File: config.mk
export PLATFORM = sky130hd
export DESIGN_NAME = fault_alert_top
export DESIGN_NICKNAME = d
export VERILOG_FILES = /design/src/rtl/fault_alert_pkg.sv /design/src/rtl/fault_alert_ctrl.sv /design/src/rtl/fault_alert_dp.sv /design/src/rtl/fault_alert_top.sv
export SDC_FILE = /design/constraint.sdc
export NUM_CORES = 1
export LEC_CHECK = 0
export ABC_AREA = 1
export CAP_MARGIN = 30
export CORE_ASPECT_RATIO = 0.75
export CORE_MARGIN = 8
export CORE_UTILIZATION = 42
export DETAILED_ROUTE_END_ITERATION = 12
export HOLD_SLACK_MARGIN = 0.1
export PLACE_DENSITY = 0.89
export SKIP_LAST_GASP = 1
export SLEW_MARGIN = 10
export SYNTH_ARGS = -nofsm -noshare
export SYNTH_HDL_FRONTEND = slang
export SYNTH_SLANG_ARGS = --single-unit
File: constraint.sdc
create_clock -name clk -period 2.2 [get_ports clk]
set_input_delay 0.44 -clock clk [delete_from_list [all_inputs] [get_ports clk]]
set_output_delay 0.44 -clock clk [all_outputs]
set_load 0.02 [all_outputs]
File: src/rtl/fault_alert_pkg.sv
package fault_alert_pkg;
  localparam int NUM_FAULT = 6;
  localparam int NUM_HOLD  = 3;
  localparam int IDX_PBAD  = 3;
  localparam int IDX_BDCHG = 4;
  localparam logic [NUM_FAULT-1:0] BDCHG_BIT    = NUM_FAULT'(1) << IDX_BDCHG;
  localparam logic [NUM_FAULT-1:0] PRESENT_MASK = ~BDCHG_BIT;

  typedef struct packed {
    logic clrAll;
    logic bdFall;
    logic faultWr;
    logic maskWr;
    logic relAlert;
  } strobe_t;
endpackage

File: src/rtl/fault_alert_ctrl.sv
module fault_alert_ctrl
  import fault_alert_pkg::*;
#(
  parameter int ADDR_W = 7
) (
  input  logic              clk,
  input  logic              rstN,
  input  logic              onCtl,
  input  logic              boardPresent,
  input  logic              uvReset,
  input  logic              supplyLockout,
  input  logic              faultWrEn,
  input  logic              maskWrEn,
  input  logic              araPulse,
  input  logic              rivalValid,
  input  logic [ADDR_W-1:0] rivalAddr,
  input  logic [ADDR_W-1:0] devAddr,
  input  logic              addrHit,
  input  logic              alertActive,
  output strobe_t           stb,
  output logic              araWin
);
  logic onPrev;
  logic bpPrev;
  logic winNow;

  // Edge history; reset to 0 so no false falling edge appears after reset.
  always_ff @(posedge clk) begin
    if (!rstN) begin
      onPrev <= 1'b0;
      bpPrev <= 1'b0;
      araWin <= 1'b0;
    end else begin
      onPrev <= onCtl;
      bpPrev <= boardPresent;
      araWin <= winNow;
    end
  end

  // Arbitration: lower address wins; only an alerting device responds.
  always_comb begin
    winNow = araPulse && alertActive && (!rivalValid || (devAddr < rivalAddr));
  end

  always_comb begin
    stb.clrAll   = (onPrev && !onCtl) || uvReset || supplyLockout;
    stb.bdFall   = bpPrev && !boardPresent;
    stb.faultWr  = faultWrEn;
    stb.maskWr   = maskWrEn;
    stb.relAlert = winNow || addrHit;
  end
endmodule

File: src/rtl/fault_alert_dp.sv
module fault_alert_dp
  import fault_alert_pkg::*;
(
  input  logic                 clk,
  input  logic                 rstN,
  input  strobe_t              stb,
  input  logic [NUM_HOLD-1:0]  condIn,
  input  logic                 auxCond,
  input  logic                 fbLow,
  input  logic                 gateOn,
  input  logic                 boardPresent,
  input  logic                 onCtl,
  input  logic                 autoRetry,
  input  logic [NUM_FAULT-1:0] faultWrData,
  input  logic [NUM_FAULT-1:0] maskWrData,
  output logic [NUM_FAULT-1:0] statusQ,
  output logic [NUM_FAULT-1:0] faultQ,
  output logic [NUM_FAULT-1:0] maskQ,
  output logic                 alertActive,
  output logic                 alertN,
  output logic                 swEnable
);
  logic [NUM_FAULT-1:0] statusD;
  logic [NUM_FAULT-1:0] keepVec;
  logic [NUM_FAULT-1:0] setVec;
  logic [NUM_FAULT-1:0] faultD;
  logic [NUM_FAULT-1:0] riseVec;
  logic [NUM_FAULT-1:0] pendQ;

  // Live conditions; power-bad qualified by the gate drive level.
  always_comb begin
    statusD = {auxCond, boardPresent, fbLow & gateOn, condIn};
  end

  // Combine the clearing rules into one keep mask.
  always_comb begin
    keepVec = '1;
    if (stb.clrAll)  keepVec = '0;
    if (stb.bdFall)  keepVec &= BDCHG_BIT;
    if (stb.faultWr) keepVec &= faultWrData;
  end

  // Present conditions always re-set their bit, so they cannot be cleared.
  always_comb begin
    setVec  = (statusQ & PRESENT_MASK) | (stb.bdFall ? BDCHG_BIT : '0);
    faultD  = (faultQ & keepVec) | setVec;
    riseVec = faultD & ~faultQ;
  end

  always_ff @(posedge clk) begin
    if (!rstN) begin
      statusQ <= '0;
      faultQ  <= '0;
      maskQ   <= '0;
    end else begin
      statusQ <= statusD;
      faultQ  <= faultD;
      if (stb.maskWr) maskQ <= maskWrData;
    end
  end

  // One pending flag per fault bit: armed by a rising fault edge,
  // dropped on release or when the fault bit itself clears.
  for (genvar i = 0; i < NUM_FAULT; i++) begin : g_pend
    always_ff @(posedge clk) begin
      if (!rstN) begin
        pendQ[i] <= 1'b0;
      end else if (stb.relAlert) begin
        pendQ[i] <= riseVec[i];
      end else begin
        pendQ[i] <= (pendQ[i] | riseVec[i]) & faultD[i];
      end
    end
  end

  always_comb begin
    alertActive = |(pendQ & maskQ);
    alertN      = !alertActive;
  end

  // Switch permission: sticky faults without autoretry, live status with it.
  always_comb begin
    if (autoRetry) swEnable = onCtl && !(|statusQ[NUM_HOLD-1:0]);
    else           swEnable = onCtl && !(|faultQ[NUM_HOLD-1:0]);
  end
endmodule

File: src/rtl/fault_alert_top.sv
module fault_alert_top
  import fault_alert_pkg::*;
#(
  parameter int ADDR_W = 7
) (
  input  logic                 clk,
  input  logic                 rstN,
  input  logic [NUM_HOLD-1:0]  condIn,
  input  logic                 auxCond,
  input  logic                 fbLow,
  input  logic                 gateOn,
  input  logic                 boardPresent,
  input  logic                 onCtl,
  input  logic                 uvReset,
  input  logic                 supplyLockout,
  input  logic                 autoRetry,
  input  logic                 faultWrEn,
  input  logic [NUM_FAULT-1:0] faultWrData,
  input  logic                 maskWrEn,
  input  logic [NUM_FAULT-1:0] maskWrData,
  input  logic                 araPulse,
  input  logic                 rivalValid,
  input  logic [ADDR_W-1:0]    rivalAddr,
  input  logic [ADDR_W-1:0]    devAddr,
  input  logic                 addrHit,
  output logic [NUM_FAULT-1:0] faultOut,
  output logic [NUM_FAULT-1:0] statusOut,
  output logic [NUM_FAULT-1:0] maskOut,
  output logic                 alertN,
  output logic                 araWin,
  output logic                 swEnable
);
  strobe_t stb;
  logic    alertActive;

  fault_alert_ctrl #(.ADDR_W(ADDR_W)) ctrl_i (
    .clk(clk), .rstN(rstN), .onCtl(onCtl), .boardPresent(boardPresent),
    .uvReset(uvReset), .supplyLockout(supplyLockout), .faultWrEn(faultWrEn),
    .maskWrEn(maskWrEn), .araPulse(araPulse), .rivalValid(rivalValid),
    .rivalAddr(rivalAddr), .devAddr(devAddr), .addrHit(addrHit),
    .alertActive(alertActive), .stb(stb), .araWin(araWin)
  );

  fault_alert_dp dp_i (
    .clk(clk), .rstN(rstN), .stb(stb), .condIn(condIn), .auxCond(auxCond),
    .fbLow(fbLow), .gateOn(gateOn), .boardPresent(boardPresent), .onCtl(onCtl),
    .autoRetry(autoRetry), .faultWrData(faultWrData), .maskWrData(maskWrData),
    .statusQ(statusOut), .faultQ(faultOut), .maskQ(maskOut),
    .alertActive(alertActive), .alertN(alertN), .swEnable(swEnable)
  );
endmodule

==> metrics, run 1 <==
Worst-Skew Late Latency=0.27 ns; # IOs=65; DR WL/cell=11.92 um; Final #Nets=301; largest net degree at the start of global routing=14; die area=5115 um2; 1st-iter DRT viols=38; reg2reg path depth=8; CTS tree=built; max-cap violations=0; DP HPWL=~2800 um; Layout area overhead=56.50%; Final Hold Vio Count=0; chip height=about 64 um; FMAX=0.5027 GHz; setup slack, reg-to-reg=1.03 ns; Leak=between 0.9 and 1 nW; minimum clock period=1.989 ns; Hold EP=dp_i.pendQ[4]; Worst Hold Class=flip-flop to flip-flop; Sink Count=26; Slew headroom=0.7176; synth unique cells=20; Synth top area share=0.4039; CTS clk-pin slew, worst paths=0.08 ns; largest cells by area after synthesis=dfxtp_1 (40%), nand2_1 (10%), nor2_1 (9.3%), inv_1 (8.7%), ha_1 (5.8%); total number of vias=1334; core footprint=2935 um2; Total GRT Usage=0.1345; maximum vdd ir drop=0.3543 mV; RSZ-0062 raised after global routing=no; WP data arrival=1.55 ns; dominant synthesized flop cell=dfxtp_1; clk buf depth=2; Tcrit/Tclk final=0.9042; largest area contributor in the netlist=dfxtp_1; Die Width=~80 um; synthesized area=around 1300 um2; syn_area_per_cell=7.042 um2; ANT nets after route=0; postcts setup bufs=0; Post-synth top cells=nand2_1 (35), nor2_1 (32), inv_1 (30), dfxtp_1 (26), a21oi_1 (12); Root Driver=clkbuf_8; Residual DRC=0; vias per inst=~4.6; Worst setup SP type=input port; Seq/Total Area, Yosys=0.4039; Setup TNS Final=0 ns; Routed WL=3422 um; top-count cell post-synth=nand2_1; Power Dens Cells=507.6 nW/um2; clk_skew=around 0.0049 ns; Max Slew Vio Count=0; Post-synth ARST share=0; #FFs+latches synth=26; Placed Area=1977 um2; H-tree depth=1; Hold Crit Depth=1; port bufs=64; Gate Count Post-Synth=183; first-pass GRT wire length=just under 6000 um; fin area=2017 um2; Initial Utilization=0.4390; Post-synth EDFFs=0; Hold Crit Start=dp_i.faultQ[4]; CP Capture Type=output pin; syn nets=around 230; cell row count=17; CP Max Fanout=2; crit path kind=input port to output pin; RR Endpoint=dp_i.pendQ[3]; vias in the first global route=1288; worst hold slack=0.4839 ns; worst-margin pin slew=0.4232 ns; layout cell share with drive strength beyond 1=0.08835; Final GP Congestion=0.7581; fin util=0.6871; Synth warnings=0; gr ovfl total=0; Num CTS Buffers=3; status=finished clean; DRT Pass-1 Iters=4; Final setup viols=0; Crit path required time=between 1.5 and 2 ns; initial antenna violation count=0; Critical R2R Launch=dp_i.pendQ[3]; # diodes=0
[placed cells by master (no fill, tap or decap), drive strengths merged, types with 2 or more instances in the layout]
master,count
clkdlybuf4s50,63
nand2,40
nor2,37
inv,32
dfxtp,26
a21oi,17
nand3,9
o21ai,6
ha,6
o21a,3
clkbuf,3
a31oi,2
buf,2
[layer usage]
metal | vias up | global-route usage | part of all wire
met5 | - | 0 | 0
met4 | 0 | 0.02036 | 0.0047
met2 | 38 | 0.2276 | 0.46
li1 | 705 | - | -
met3 | 3 | 0.05726 | 0.092
met1 | 588 | 0.1562 | 0.45
[sequential cells by signal, indices dropped and copies added, names as in the netlist]
signal,count
dp_i.faultQ,6
ctrl_i.onPrev,1
dp_i.maskQ,6
dp_i.pendQ,6
ctrl_i.araWin,1
dp_i.statusQ,6
[how the worst max path moves through the flow]
| stage | startpoint | end | slack [ns] | depth (start not counted) |
|---|---|---|---|---|
| floorplan | dp_i.statusQ[0] | swEnable | 0.61 | 3 |
| global placement | onCtl | swEnable | -0.06 | 4 |
| detailed placement | onCtl | swEnable | -0.11 | 4 |
| CTS | onCtl | swEnable | 0.18 | 4 |
| global route | dp_i.maskQ[5] | alertN | 0.12 | 4 |
| finish | onCtl | swEnable | 0.21 | 4 |
[what timing repair did]
item                                    CTS  global route
endpoints found under the hold margin     0             0
hold buffers                              0             0
resized for setup                         1             0
endpoints found under the setup margin    1             0
[cells by family (layout without fill, tap and decap cells)]
group	Yosys count	in the layout	share of synthesized area
adders and majority gates	6	6	0.05825
AOI/OAI and AO/OA	30	30	0.1427
and+or+nand+nor	86	86	0.2903
buffers and inverters	35	101	0.1049
DFF	26	26	0.4039
[where the power goes]
part	switching [W]	internal, W
logic	0.000116	0.000139
clock network	0.000138	0.000123
registers	0.0000138	0.000493
total	0.000269	0.000755
[worst max-delay path, cell delays in order]
cell and delay (ns):
clkdlybuf4s50_1 0.49, inv_2 0.04, a211oi_1 0.21, dlygate4sd2_1 0.36
[metrics by stage]
stage	power, W	setup WS [ns]	cells
final	0.001024	0.2108	287
after detailed placement	0.0007759	-0.1087	284
after global placement	0.0007711	-0.05670	284
after global routing	0.001075	0.1164	287
after floorplan	0.0006328	0.6051	183
after CTS	0.001032	0.1850	287
[final cells by class]
type / instances / area [um2]
clock buffer: 3 / 41.29
tap: 38 / 47.55
inverter: 32 / 120.1
sequential: 26 / 520.5
fill: 246 / 918.4
multi-input combinational: 122 / 633.1
timing repair buffer: 66 / 654.4
No activity file was read; power rests on OpenSTA's default activity.
==> inputs of run 2 (changes only) <==
==> constraint.sdc (replaced) <==
create_clock -name clk -period 2.4 [get_ports clk]
set_input_delay 0.48 -clock clk [delete_from_list [all_inputs] [get_ports clk]]
set_output_delay 0.48 -clock clk [all_outputs]
set_load 0.05 [all_outputs]
==> run 2 against run 1 <==
Cell count stayed put. Sequential share of layout area fell by 0.29 points. Hold slack lost 0.019 ns. Power increased by 0.12%. Routed wire length up 7.5%. Setup slack lost 0.045 ns. Sequential power is 8.3% lower. Utilization is 0.77 points higher. Critical path depth did not move. Global-route usage is 1.1 points higher. Non-clock buffer count down 1. Critical path type is now flip-flop to output pin. Critical endpoint is now alertN. Largest cell class unchanged. Largest power group unchanged.
==> metrics, run 2 (synthesis results as in run 1) <==
status=finished clean (unchanged); CP top delay family=buffers and inverters (unchanged); PostCTS Resize Cnt=0 (was 1); Num CTS Buffers=3 (unchanged); Residual DRC=0 (unchanged); total number of vias=1346 (was 1334); CP bufs+invs=1 (was 3); Hold Crit Start=dp_i.faultQ[4] (unchanged); Die Width=79.96 um (unchanged); Worst Hold Class=flip-flop to flip-flop (unchanged); FMAX=0.4476 GHz; ANT nets after route=0 (unchanged); CTS clk-pin slew, worst paths=0.08 ns (about the same); first-pass GRT wire length=6203 um (was 5768 um); Routed WL=3677 um (was 3422 um); minimum clock period=2.234 ns; DRT Pass-1 Iters=4 (unchanged); Final #Nets=300 (was 301); Critical R2R Launch=dp_i.maskQ[3] (was dp_i.pendQ[3]); crit path kind=flip-flop to output pin (was input port to output pin); Sink Count=26 (unchanged); # diodes=0 (unchanged); commonest non-fill, non-tap cell in the layout=clkdlybuf4s50_1 (unchanged); die area=5115 um2 (unchanged); Power Dens Cells=502.6 nW/um2 (was 507.6 nW/um2); largest net degree at the start of global routing=15 (was 14); Worst path max stage delay=0.82 ns (was 0.49 ns); RSZ-0062 raised after global routing=no (unchanged); vias in the first global route=1421 (was 1288); CTS tree=built (unchanged); most frequent cells in the layout=clkdlybuf4s50_1 (63), nand2_1 (35), nor2_1 (32), inv_1 (30), dfxtp_1 (26) (unchanged); clk_skew=0.002787 ns (was 0.004905 ns); hold buffers post-CTS=0 (unchanged); Max Slew Vio Count=0 (unchanged); port bufs=64 (unchanged); initial antenna violation count=0 (unchanged); Worst setup SP type=flip-flop (was input port); DP HPWL=2974 um (was 2841 um); Root Driver=clkbuf_8 (unchanged); Crit path required time=1.92 ns (was 1.76 ns); vias per inst=4.690 (was 4.648); core footprint=2935 um2 (unchanged); # IOs=65 (unchanged); Slowest-stage cell, CP=clkdlybuf4s50_1 (unchanged); 1st-iter DRT viols=37 (was 38); CP startpoint=dp_i.maskQ[3] (was onCtl); gr ovfl total=0 (unchanged); Final setup viols=0 (unchanged); WP data arrival=1.75 ns (was 1.55 ns); Setup TNS Final=0 ns (unchanged); clk buf depth=2 (unchanged); cell chain of the critical path=nand2_1 > nand3_1 > nor2_2 > clkdlybuf4s50_1 (was clkdlybuf4s50_1 > inv_2 > a211oi_1 > dlygate4sd2_1); Total GRT Usage=0.1453 (was 0.1345); DR WL/cell=12.81 um (was 11.92 um); postcts setup bufs=0 (unchanged); Tcrit/Tclk final=0.9310; worst-margin pin slew=0.5271 ns (was 0.4232 ns); Slew headroom=0.6475 (was 0.7176); Worst-Skew Late Latency=0.27 ns (about the same); Initial Utilization=0.4390 (unchanged); Non-Filler Instances=287 (unchanged); CP Capture Type=output pin (unchanged); Final Hold Vio Count=0 (unchanged); max-cap violations=0 (unchanged); layout cell share with drive strength beyond 1=0.09639 (was 0.08835); placed cells=283 (was 284); Layout area overhead=58.25% (was 56.50%); Leak=0.9137 nW (was 0.9078 nW); CP Max Fanout=3 (was 2); cell row count=17 (unchanged); chip height=63.97 um (unchanged); Final GP Congestion=0.8085 (was 0.7581); H-tree depth=1 (unchanged); maximum vdd ir drop=0.4171 mV (was 0.3543 mV)
[run 2: cell types whose count changed in the layout (fill, tap and decap cells not counted), sizes merged]
cell | before | now
clkbuf | 3 | 4
dlygate4sd2 | 1 | 0
[run 2: power breakdown]
| group | switching [W] | internal [W] |
|---|---|---|
| Clock | 0.000129 | 0.000147 |
| Sequential | 0.0000131 | 0.000452 |
| Combinational | 0.000154 | 0.000131 |
[run 2: metrics by stage]
stage	instance area (um2)	setup WS, ns	util	hold slack (ns)	total power (W)
floorplan	1294	0.4298	-	0.4559	0.0006243
global placement	1984	0.3415	0.6760	0.4520	0.0007528
detailed placement	1984	0.2653	0.6760	0.4626	0.0007590
CTS	2039	0.1450	0.6948	0.4708	0.001032
global route	2039	0.07269	0.6948	0.4833	0.001073
finish	2039	0.1656	0.6948	0.4649	0.001025
[run 2: cell type report]
class	instances	area, um2
clock buffers	4	55.05
fillers	249	895.9
inverters	32	120.1
multi-input cells	122	638.1
flip-flops and latches	26	520.5
well taps	38	47.55
repair buffers	65	658.1
[run 2: final timing paths]
path / end / slack (ns) / cells after the start
setup / recovery: alertN / 0.17 / 4
hold / removal: dp_i.pendQ[4] / 0.46 / 1
setup reg to reg: dp_i.pendQ[0] / 1.20 / 8
hold reg to reg: dp_i.pendQ[4] / 0.46 / 1
[run 2: per-layer routing]
metal  routed length (um)  up-vias  GRT usage
met5                    0        -          0
met4                   23        0    0.02941
met3                  303        4    0.06006
met2                 1705       50     0.2518
met1                 1646      588     0.1624
li1                     -      704          -
==> inputs of run 3 (changes only) <==
--- a/config.mk
+++ b/config.mk
@@ -9,10 +9,11 @@
 export CAP_MARGIN = 30
 export CORE_ASPECT_RATIO = 0.75
 export CORE_MARGIN = 8
-export CORE_UTILIZATION = 42
+export CORE_UTILIZATION = 39
 export DETAILED_ROUTE_END_ITERATION = 12
 export HOLD_SLACK_MARGIN = 0.1
-export PLACE_DENSITY = 0.89
+export MAX_ROUTING_LAYER = met4
+export PLACE_DENSITY = 0.84
 export SKIP_LAST_GASP = 1
 export SLEW_MARGIN = 10
 export SYNTH_ARGS = -nofsm -noshare
==> constraint.sdc (replaced) <==
create_clock -name clk -period 2.1 [get_ports clk]
set_input_delay 0.42 -clock clk [delete_from_list [all_inputs] [get_ports clk]]
set_output_delay 0.42 -clock clk [all_outputs]
set_load 0.05 [all_outputs]
==> run 3 against run 2 <==
Power rose by 14%. Sequential power up 14%. First-iteration DRC count is 14% higher. Via count decreased by 1.0%. Clock power rose by 16%. Setup slack better by 0.044 ns. Count of clock-buffer cells in the layout stayed put. Non-clock buffer count is the same. Sequential share of layout area stayed put. Clock skew grew 0.0027 ns.
==> metrics, run 3 (synthesis results as in run 1) <==
Num CTS Buffers=3 (unchanged); # diodes=0 (unchanged); Residual DRC=0 (unchanged); DP HPWL=2842 um (was 2974 um); most frequent cells in the layout=clkdlybuf4s50_1 (62), nand2_1 (35), nor2_1 (32), inv_1 (30), dfxtp_1 (26) (was clkdlybuf4s50_1 (63), nand2_1 (35), nor2_1 (32), inv_1 (30), dfxtp_1 (26)); die area=5419 um2 (was 5115 um2); hold buffers post-CTS=0 (unchanged); fin area=2039 um2 (unchanged); RSZ-0062 raised after global routing=no (unchanged); postcts setup bufs=0 (unchanged); largest net degree at the start of global routing=15 (unchanged); commonest non-fill, non-tap cell in the layout=clkdlybuf4s50_1 (unchanged); Worst Hold Class=flip-flop to flip-flop (unchanged); Power Dens Cells=574.1 nW/um2 (was 502.6 nW/um2); Tcrit/Tclk final=0.9004; Placed Area=1984 um2 (unchanged); Final #Nets=300 (unchanged); Final GP Congestion=0.8063 (was 0.8085); DR WL/cell=11.77 um (was 12.81 um); first-pass GRT wire length=5382 um (was 6203 um); maximum vdd ir drop=0.4561 mV (was 0.4171 mV); minimum clock period=1.891 ns; worst hold slack=0.4750 ns (was 0.4649 ns); Worst setup SP type=flip-flop (unchanged); 1st-iter DRT viols=42 (was 37); core footprint=3221 um2 (was 2935 um2); Crit path required time=1.68 ns (was 1.92 ns); Sink Count=26 (unchanged); Root Driver=clkbuf_8 (unchanged); Max Slew Vio Count=0 (unchanged); Leak=0.9136 nW (was 0.9137 nW); clk buf depth=2 (unchanged); CP Capture Type=output pin (unchanged); Slew headroom=0.6485 (was 0.6475); Die Width=82.38 um (was 79.96 um); chip height=65.79 um (was 63.97 um); Setup TNS Final=0 ns (unchanged); total number of vias=1332 (was 1346); vias per inst=4.609 (was 4.690); port bufs=64 (unchanged); CTS clk-pin slew, worst paths=0.09 ns (was 0.08 ns); cell chain of the critical path=clkdlybuf4s50_1 (was nand2_1 > nand3_1 > nor2_2 > clkdlybuf4s50_1); Layout area overhead=58.25% (unchanged); H-tree depth=1 (unchanged); initial antenna violation count=0 (unchanged); max-cap violations=0 (unchanged); CTS tree=built (unchanged); gr ovfl total=0 (unchanged); crit path kind=flip-flop to output pin (unchanged); cell row count=18 (was 17); ANT nets after route=0 (unchanged); CP Max Fanout=3 (unchanged); WP data arrival=1.47 ns (was 1.75 ns); Worst-Skew Late Latency=0.27 ns (about the same); CP top delay family=buffers and inverters (unchanged); # IOs=65 (unchanged); DRT Pass-1 Iters=4 (unchanged); Initial Utilization=0.4002 (was 0.4390); Slowest-stage cell, CP=clkdlybuf4s50_1 (unchanged); Routed WL=3402 um (was 3677 um); Final setup viols=0 (unchanged); FMAX=about 0.53 GHz; clk_skew=0.005467 ns (was 0.002787 ns); PostCTS Resize Cnt=0 (unchanged); worst-margin pin slew=0.5256 ns (was 0.5271 ns); Total GRT Usage=0.1282 (was 0.1453); status=finished clean (unchanged); Final Hold Vio Count=0 (unchanged); Worst path max stage delay=0.82 ns (about the same); layout cell share with drive strength beyond 1=0.1004 (was 0.09639); vias in the first global route=1222 (was 1421); CP bufs+invs=1 (unchanged)
==> run 3: cell types whose count changed in the layout (fill, tap and decap cells not counted) <==
cell,previous run,this run
buf_4,1,2
clkdlybuf4s50_1,63,62
==> run 3: worst paths after layout <==
check                 startpoint       endpoint  slack, ns  cells past startpoint
setup / recovery   dp_i.maskQ[2]     maskOut[2]       0.21                      1
hold / removal    dp_i.faultQ[4]  dp_i.pendQ[4]       0.47                      1
setup reg to reg   dp_i.maskQ[2]  dp_i.pendQ[5]       0.89                      8
hold reg to reg   dp_i.faultQ[4]  dp_i.pendQ[4]       0.47                      1
==> run 3: area by class of cell <==
| cell class | count | area, um2 |
|---|---|---|
| fillers | 290 | 1181 |
| flip-flops and latches | 26 | 520.5 |
| inverters | 32 | 120.1 |
| clock buffers | 4 | 55.05 |
| repair buffers | 65 | 655.6 |
| multi-input cells | 122 | 638.1 |
| well taps | 40 | 50.05 |
==> run 3: where the power goes <==
part	switching [W]	leakage, nW	internal, W	total [W]
combinational	0.000173	0.671	0.000149	0.000321
sequential	0.0000148	0.214	0.000517	0.000532
clock	0.000150	0.0288	0.000168	0.000318
==> run 3: metal layers <==
layer | global-route usage | part of all wire | up-vias
li1 | - | - | 699
met1 | 0.1500 | 0.44 | 594
met2 | 0.2117 | 0.48 | 37
met3 | 0.03533 | 0.071 | 2
met4 | 0.03057 | 0.0056 | 0
met5 | - | 0 | -
==> run 3: stage by stage <==
step	cells	power, W	utilization	setup WS (ns)
2_1_floorplan	183	0.0007134	-	0.1898
3_3_place_gp	285	0.0008610	0.6162	0.09533
3_5_place_dp	285	0.0008662	0.6162	0.04881
4_1_cts	289	0.001184	0.6333	0.2056
5_1_grt	289	0.001228	0.6333	0.1615
6_report	289	0.001171	0.6333	0.2091
==> run 3: worst reg2reg max path: cells and delay by family, from the launching register on <==
kind            cells  cell delay, ns
compound gates      1            0.13
simple gates        7            0.62
flops               1            0.38
